--- config.mk ---
export PLATFORM = sky130hd
export DESIGN_NAME = ocp_fault_sequencer
export DESIGN_NICKNAME = d
export VERILOG_FILES = /design/src/rtl/ocp_pkg.sv /design/src/rtl/ocp_event_detect.sv /design/src/rtl/ocp_sat_counter.sv /design/src/rtl/ocp_hiccup_fsm.sv /design/src/rtl/ocp_fault_sequencer.sv
export SDC_FILE = /design/constraint.sdc
export NUM_CORES = 1
export LEC_CHECK = 0
export ABC_AREA = 1
export BUFFER_PORTS_ARGS = -buffer_cell sky130_fd_sc_hd__buf_4
export CAP_MARGIN = 20
export CORE_MARGIN = 5
export CORE_UTILIZATION = 35
export DETAILED_ROUTE_END_ITERATION = 10
export PLACE_DENSITY_LB_ADDON = 0.05
export SLEW_MARGIN = 25
export SYNTH_ARGS = -nofsm -noshare
export SYNTH_HDL_FRONTEND = slang
export SYNTH_SLANG_ARGS = --single-unit
--- constraint.sdc ---
create_clock -name clk_i -period 1.8 [get_ports clk_i]
set_input_delay 0.36 -clock clk_i [delete_from_list [all_inputs] [get_ports clk_i]]
set_output_delay 0.36 -clock clk_i [all_outputs]
set_load 0.02 [all_outputs]
--- src/rtl/ocp_pkg.sv ---
package ocp_pkg;
  typedef enum logic [1:0] {
    HC_RUN    = 2'd0,
    HC_DRAIN  = 2'd1,
    HC_CHARGE = 2'd2,
    HC_REARM  = 2'd3
  } hc_state_e;
endpackage

--- src/rtl/ocp_event_detect.sv ---
module ocp_event_detect #(
  parameter int BLANK_CYC = 25
) (
  input  logic clk_i,
  input  logic rst_ni,
  input  logic oc_cmp_i,
  input  logic sw_high_i,
  input  logic tick_i,
  output logic pulse_term_o,
  output logic cyc_oc_o
);
  localparam int BW = (BLANK_CYC < 1) ? 1 : $clog2(BLANK_CYC + 1);

  logic armed;
  logic oc_valid;
  logic term_q;

  generate
    if (BLANK_CYC == 0) begin : g_noblank
      assign armed = 1'b1;
    end else begin : g_blank
      localparam logic [BW-1:0] BLANK_END = BW'(BLANK_CYC);
      logic [BW-1:0] blank_q;
      always_ff @(posedge clk_i or negedge rst_ni) begin
        if (!rst_ni)                blank_q <= '0;
        else if (!sw_high_i)        blank_q <= '0;
        else if (blank_q != BLANK_END) blank_q <= blank_q + 1'b1;
      end
      assign armed = (blank_q == BLANK_END);

      AST_BLANK_WINDOW: assert property (@(posedge clk_i) disable iff (!rst_ni)
        $rose(sw_high_i) |-> !oc_valid);
    end
  endgenerate

  assign oc_valid = sw_high_i & armed & oc_cmp_i;

  always_ff @(posedge clk_i or negedge rst_ni) begin
    if (!rst_ni)       term_q <= 1'b0;
    else if (tick_i)   term_q <= 1'b0;
    else if (oc_valid) term_q <= 1'b1;
  end

  assign pulse_term_o = oc_valid | term_q;
  assign cyc_oc_o     = oc_valid | term_q;

  AST_TERM_HOLD: assert property (@(posedge clk_i) disable iff (!rst_ni)
    (term_q && !tick_i) |=> pulse_term_o);
endmodule

--- src/rtl/ocp_sat_counter.sv ---
module ocp_sat_counter #(
  parameter int W = 3
) (
  input  logic         clk_i,
  input  logic         rst_ni,
  input  logic         clr_i,
  input  logic         up_i,
  input  logic         dn_i,
  output logic [W-1:0] cnt_o,
  output logic         full_o,
  output logic         one_o
);
  localparam logic [W-1:0] CMAX = {W{1'b1}};
  localparam logic [W-1:0] CONE = W'(1);

  logic [W-1:0] cnt_q;

  always_ff @(posedge clk_i or negedge rst_ni) begin
    if (!rst_ni)                    cnt_q <= '0;
    else if (clr_i)                 cnt_q <= '0;
    else if (up_i && cnt_q != CMAX) cnt_q <= cnt_q + 1'b1;
    else if (dn_i && cnt_q != '0)   cnt_q <= cnt_q - 1'b1;
  end

  assign cnt_o  = cnt_q;
  assign full_o = (cnt_q == CMAX);
  assign one_o  = (cnt_q == CONE);

  AST_NO_WRAP: assert property (@(posedge clk_i) disable iff (!rst_ni)
    !clr_i |=> !((cnt_q == '0 && $past(cnt_q) == CMAX) ||
                 (cnt_q == CMAX && $past(cnt_q) == '0)));
endmodule

--- src/rtl/ocp_hiccup_fsm.sv ---
module ocp_hiccup_fsm
  import ocp_pkg::*;
(
  input  logic clk_i,
  input  logic rst_ni,
  input  logic sd_i,
  input  logic tick_i,
  input  logic ss_done_i,
  input  logic cyc_oc_i,
  input  logic cap_empty_i,
  input  logic cap_upper_i,
  input  logic cnt_full_i,
  input  logic cnt_one_i,
  output logic up_o,
  output logic dn_o,
  output logic clr_o,
  output logic run_o,
  output logic fault_o,
  output logic ss_dischg_o,
  output logic hs_off_o,
  output logic ls_off_o
);
  hc_state_e st_q, st_d;

  always_ff @(posedge clk_i or negedge rst_ni) begin
    if (!rst_ni)   st_q <= HC_RUN;
    else if (sd_i) st_q <= HC_RUN;
    else           st_q <= st_d;
  end

  always_comb begin
    st_d = st_q;
    up_o = 1'b0;
    dn_o = 1'b0;
    unique case (st_q)
      HC_RUN: begin
        if (cnt_full_i) begin
          dn_o = 1'b1;  // first timeout step taken as the drain starts
          st_d = HC_DRAIN;
        end else if (tick_i && ss_done_i) begin
          up_o = cyc_oc_i;
          dn_o = !cyc_oc_i;
        end
      end
      HC_DRAIN:  if (cap_empty_i) st_d = HC_CHARGE;
      HC_CHARGE: if (cap_upper_i) begin
        dn_o = 1'b1;
        st_d = cnt_one_i ? HC_REARM : HC_DRAIN;
      end
      HC_REARM:  if (cap_empty_i) st_d = HC_RUN;
      default:   st_d = HC_RUN;
    endcase
  end

  assign clr_o       = sd_i;
  assign run_o       = (st_q == HC_RUN);
  assign fault_o     = (st_q == HC_DRAIN) || (st_q == HC_CHARGE);
  assign ss_dischg_o = (st_q == HC_DRAIN) || (st_q == HC_REARM);
  assign hs_off_o    = sd_i || (st_q != HC_RUN);
  assign ls_off_o    = sd_i || (st_q != HC_RUN);

  AST_FAULT_ENTRY: assert property (@(posedge clk_i) disable iff (!rst_ni)
    (st_q == HC_RUN && cnt_full_i && !sd_i) |=> (fault_o && ls_off_o && ss_dischg_o));
  AST_DRAIN_STEP: assert property (@(posedge clk_i) disable iff (!rst_ni)
    (st_q == HC_DRAIN && cap_empty_i && !sd_i) |=> (!ss_dischg_o && fault_o));
  AST_SD_CLEARS: assert property (@(posedge clk_i) disable iff (!rst_ni)
    sd_i |=> !fault_o);
endmodule

--- src/rtl/ocp_fault_sequencer.sv ---
module ocp_fault_sequencer #(
  parameter int BLANK_CYC = 25,
  parameter int CNT_W     = 3
) (
  input  logic clk_i,
  input  logic rst_ni,
  input  logic sd_i,
  input  logic oc_cmp_i,
  input  logic sw_high_i,
  input  logic pwm_tick_i,
  input  logic ss_done_i,
  input  logic cap_empty_i,
  input  logic cap_upper_i,
  output logic pulse_term_o,
  output logic ss_dischg_o,
  output logic fault_o,
  output logic hs_off_o,
  output logic ls_off_o
);
  logic             cyc_oc;
  logic             cnt_up, cnt_dn, cnt_clr, cnt_full, cnt_one, in_run;
  logic [CNT_W-1:0] cnt;

  ocp_event_detect #(.BLANK_CYC(BLANK_CYC)) u_evt (
    .clk_i        (clk_i),
    .rst_ni       (rst_ni),
    .oc_cmp_i     (oc_cmp_i),
    .sw_high_i    (sw_high_i),
    .tick_i       (pwm_tick_i),
    .pulse_term_o (pulse_term_o),
    .cyc_oc_o     (cyc_oc)
  );

  ocp_sat_counter #(.W(CNT_W)) u_cnt (
    .clk_i  (clk_i),
    .rst_ni (rst_ni),
    .clr_i  (cnt_clr),
    .up_i   (cnt_up),
    .dn_i   (cnt_dn),
    .cnt_o  (cnt),
    .full_o (cnt_full),
    .one_o  (cnt_one)
  );

  ocp_hiccup_fsm u_fsm (
    .clk_i       (clk_i),
    .rst_ni      (rst_ni),
    .sd_i        (sd_i),
    .tick_i      (pwm_tick_i),
    .ss_done_i   (ss_done_i),
    .cyc_oc_i    (cyc_oc),
    .cap_empty_i (cap_empty_i),
    .cap_upper_i (cap_upper_i),
    .cnt_full_i  (cnt_full),
    .cnt_one_i   (cnt_one),
    .up_o        (cnt_up),
    .dn_o        (cnt_dn),
    .clr_o       (cnt_clr),
    .run_o       (in_run),
    .fault_o     (fault_o),
    .ss_dischg_o (ss_dischg_o),
    .hs_off_o    (hs_off_o),
    .ls_off_o    (ls_off_o)
  );

  AST_SS_NO_COUNT: assert property (@(posedge clk_i) disable iff (!rst_ni || sd_i)
    (in_run && !cnt_full && !ss_done_i) |=> (cnt == $past(cnt)));
  AST_FAULT_NONZERO: assert property (@(posedge clk_i) disable iff (!rst_ni)
    fault_o |-> (cnt != '0));
endmodule

==> Implementation_results.wiki <==
{| class="wikitable"
! Metric !! Value
|-
| Largest family of logic cells by synthesized area || simple AND/OR/NAND/NOR gates
|-
| Count of H-tree levels built during CTS || 1
|-
| First-iteration detailed-routing DRC count || 10
|-
| Number of vias after detailed routing || between 600 and 700
|-
| Final Net Count || around 140
|-
| Most common library cell in the layout ignoring fill and taps || buf_4
|-
| Met2 demand-to-capacity share in global routing || between 15 and 20%
|-
| Library cells used by synthesis || 20
|-
| Largest fanout on the critical path || 3
|-
| Highest clock rate || 0.580 GHz
|-
| Final setup violating endpoints || 0
|-
| Initial standard-cell utilization of the core || between 30% and 40%
|-
| Most common cell on crit path || nand2_4
|-
| Die Area || 3390 um2
|-
| GRT met3 Usage || a little over 3%
|-
| Standard-cell row count || 17
|-
| Worst Setup End Kind || output port
|-
| Worst min path class || input pin to flip-flop
|-
| Syn avg cell area || about 8.4 um2
|-
| Filler instances || 223
|-
| Cells after DPL || around 140
|-
| CP required || around 1.4 ns
|-
| Routability-driven placement congestion ratio || between 0.7 and 0.8
|-
| Mux share of post-synthesis cell area || 0%
|-
| Initial DRT Pass Iterations || 4
|-
| Source-to-sink clock delay at the later pin of the worst-skew pair || approximately 0.27 ns
|-
| Layout overhead on the synthesized area || 28.3%
|-
| Die Height || between 50 and 60 um
|-
| Worst endpoint data arrival time || around 1.4 ns
|-
| Slew headroom || 82.0%
|-
| Most used cells in the layout excluding fill and tap cells || 18 x buf_4, 16 x nand2_1, 15 x inv_1
|-
| Vias in the first global route || ~660
|-
| Clk Tree Root Cell || clkbuf_4
|-
| Delay of the slowest cell on the worst path || between 0.4 and 0.5 ns
|-
| # port buffers || 13
|-
| Sort of element at the start of the critical path || flip-flop
|-
| Total Neg Setup Slack || 0 ns
|-
| Yosys warnings || 0
|-
| TritonCTS clock tree || yes
|-
| Routed WL || between 1500 and 2000 um
|-
| Post-route DRC || 0
|-
| Run status || finished, final reports clean
|-
| Post-synthesis instance area || just over 800 um2
|-
| Overall power || 1.15 mW
|-
| Final Util || between 40 and 50%
|-
| Power Dens Cells || 1100 nW/um2
|-
| Post-route worst hold slack || approximately 0.26 ns
|-
| Register area share after synthesis || approximately a third
|-
| Compound-gate portion of the synthesized area || between 10% and 20%
|-
| Maximum VDD drop || just under 0.5 mV
|-
| Post-detailed-route wirelength per cell || roughly 11 um
|-
| Maximum clock skew at final layout || 0.0118 ns
|-
| Hold violation count in the final report || 0
|-
| Diode count || 0
|-
| Standard cell with the maximum stage delay on the critical path || dfrtp_1
|-
| Setup repair after global routing missed its margin || yes
|-
| Cts bufs inserted || 3
|-
| First-pass GRT wire length || between 2000 and 3000 um
|-
| Series of cell instances along the critical path || inv_2 > ha_4 > nand2_4 > nor2_4 > nand3_4 > nand2_4 > buf_6
|-
| Antenna Nets Post-Route || 0
|-
| Min cycle time layout || ~1.7 ns
|-
| Number of register bits inferred by synthesis || 11
|-
| Maximum number of pins on one net before global-route repair || 12
|-
| Post-Synth Simple-Gate Area || between 20 and 30%
|-
| Core footprint || ~2200 um2
|-
| Worst Setup Path Type || flip-flop to output port
|-
| Final critical-path share of the clock period || 95.8%
|-
| CTS clock-pin slew for the worst setup and hold paths || around 0.060 ns
|-
| HPWL Detailed || between 1000 and 1500 um
|-
| Finished Layout Cells || between 100 and 150
|-
| Share of cells above drive strength 1 || between 30% and 40%
|-
| Arithmetic-cell share of the synthesized area counting full adders, half adders and majority gates || 16.9%
|-
| Worst Max-Slew Pin Slew || 0.270 ns
|-
| Cell count after synthesis || a little under 100
|-
| Vias per inst || about 4.6
|-
| Reg-to-reg slack, setup || around 0.19 ns
|-
| Critical path buffers and inverters || 2
|-
| Gr busiest metal || met2
|-
| Sum of overflow across all layers after global routing || 0
|-
| Number of ports placed on the die boundary || 14
|-
| TritonCTS Sinks || 11
|-
| Max-cap violations || 0
|-
| Die width || roughly 58 um
|-
| Antenna violations before repair || 0
|-
| Cell family with most CP delay || flip-flops
|-
| GRT Total Usage || 11.1%
|-
| Buffer levels on the longest clock path || 2
|-
| Slew Viols, Final || 0
|-
| Syn_nets || approximately 120
|-
| Leak pwr || ~0.53 nW
|-
| Met1 track demand over resource || 13.9%
|-
| Xor and xnor area share after synthesis || between 2 and 2.5%
|}
[synth_stat cells (all sizes together)]
cell type  number  area [um2]
inv            17        63.8
dfrtp          11         275
ha             11         138
nand4           1        6.26
o21ai           8        40.0
o22ai           1        6.26
xnor2           2        17.5
nand2          23         116
o221ai          1        8.76
a21oi           6        33.8
buf             1        7.51
nor2            5        33.8
nand3          10        67.6
[per-stage QoR]
stage / area [um2] / setup WS [ns]
CTS: 983 / 0.0169
detailed placement: 940 / 0.181
floorplan: 815 / 0.323
finish: 1040 / 0.0758
global route: 1040 / 0.000785
global placement: 940 / 0.236
[state kept, by name, indices dropped and copies added (netlist names)]
name	cells
u_evt.g_blank.blank_q	5
u_evt.term_q	1
u_cnt.cnt_o	3
u_fsm.st_q	2
[worst register-to-register path, delay by kind of cell (launching register included)]
| kind | cells | cell delay, ns |
|---|---|---|
| adder cells (fa/ha/maj) | 1 | 0.13 |
| buffers and inverters | 2 | 0.23 |
| flip-flops | 1 | 0.41 |
| AND/OR/NAND/NOR | 11 | 0.73 |
[logic make-up after synthesis]
family          count (synthesis)
compound gates                 16
xor+xnor                        2
fa+ha+maj                      11
buf+inv                        18
flops                          11
simple gates                   39
[cell type report]
type | instances | area (um2) | area share, %
Inverter | 17 | 63.8 | 6.11
Sequential cell | 11 | 275 | 26.3
Clock buffer | 4 | 26.3 | 2.51
Timing Repair Buffer | 20 | 156 | 15.0
Multi-Input combinational cell | 68 | 488 | 46.7
Tap cell | 28 | 35.0 | 3.35
[path summary, 6_finish.rpt]
kind,start,endpoint,cells after the start
setup / recovery,u_evt.g_blank.blank_q[1],pulse_term_o,7
max in group asynchronous,rst_ni,u_evt.term_q,2
hold reg to reg,u_cnt.cnt_o[1],u_cnt.cnt_o[1],2
hold / removal,pwm_tick_i,u_evt.term_q,2
setup reg to reg,u_evt.g_blank.blank_q[1],u_cnt.cnt_o[1],14
min in group asynchronous,rst_ni,u_cnt.cnt_o[0],2
[power breakdown]
group          switching, mW  internal, mW
logic                  0.356         0.265
clock network         0.0819        0.0856
registers             0.0576         0.303
[layer usage]
| layer | wire length (um) | vias up |
|---|---|---|
| met3 | 71 | 2 |
| met5 | 0 | - |
| li1 | - | 356 |
| met2 | 793 | 9 |
| met1 | 755 | 316 |
| met4 | 12 | 0 |
[repair_timing]
action / 4_1_cts / 5_1_grt
hold buffers: 1 / 0
endpoints found under the hold margin: 11 / 0
pin swaps: 1 / 3
setup buffers: 1 / 5
gates resized for setup: 0 / 6
setup endpoints to repair: 1 / 3
(Power assumes the default switching activity.)
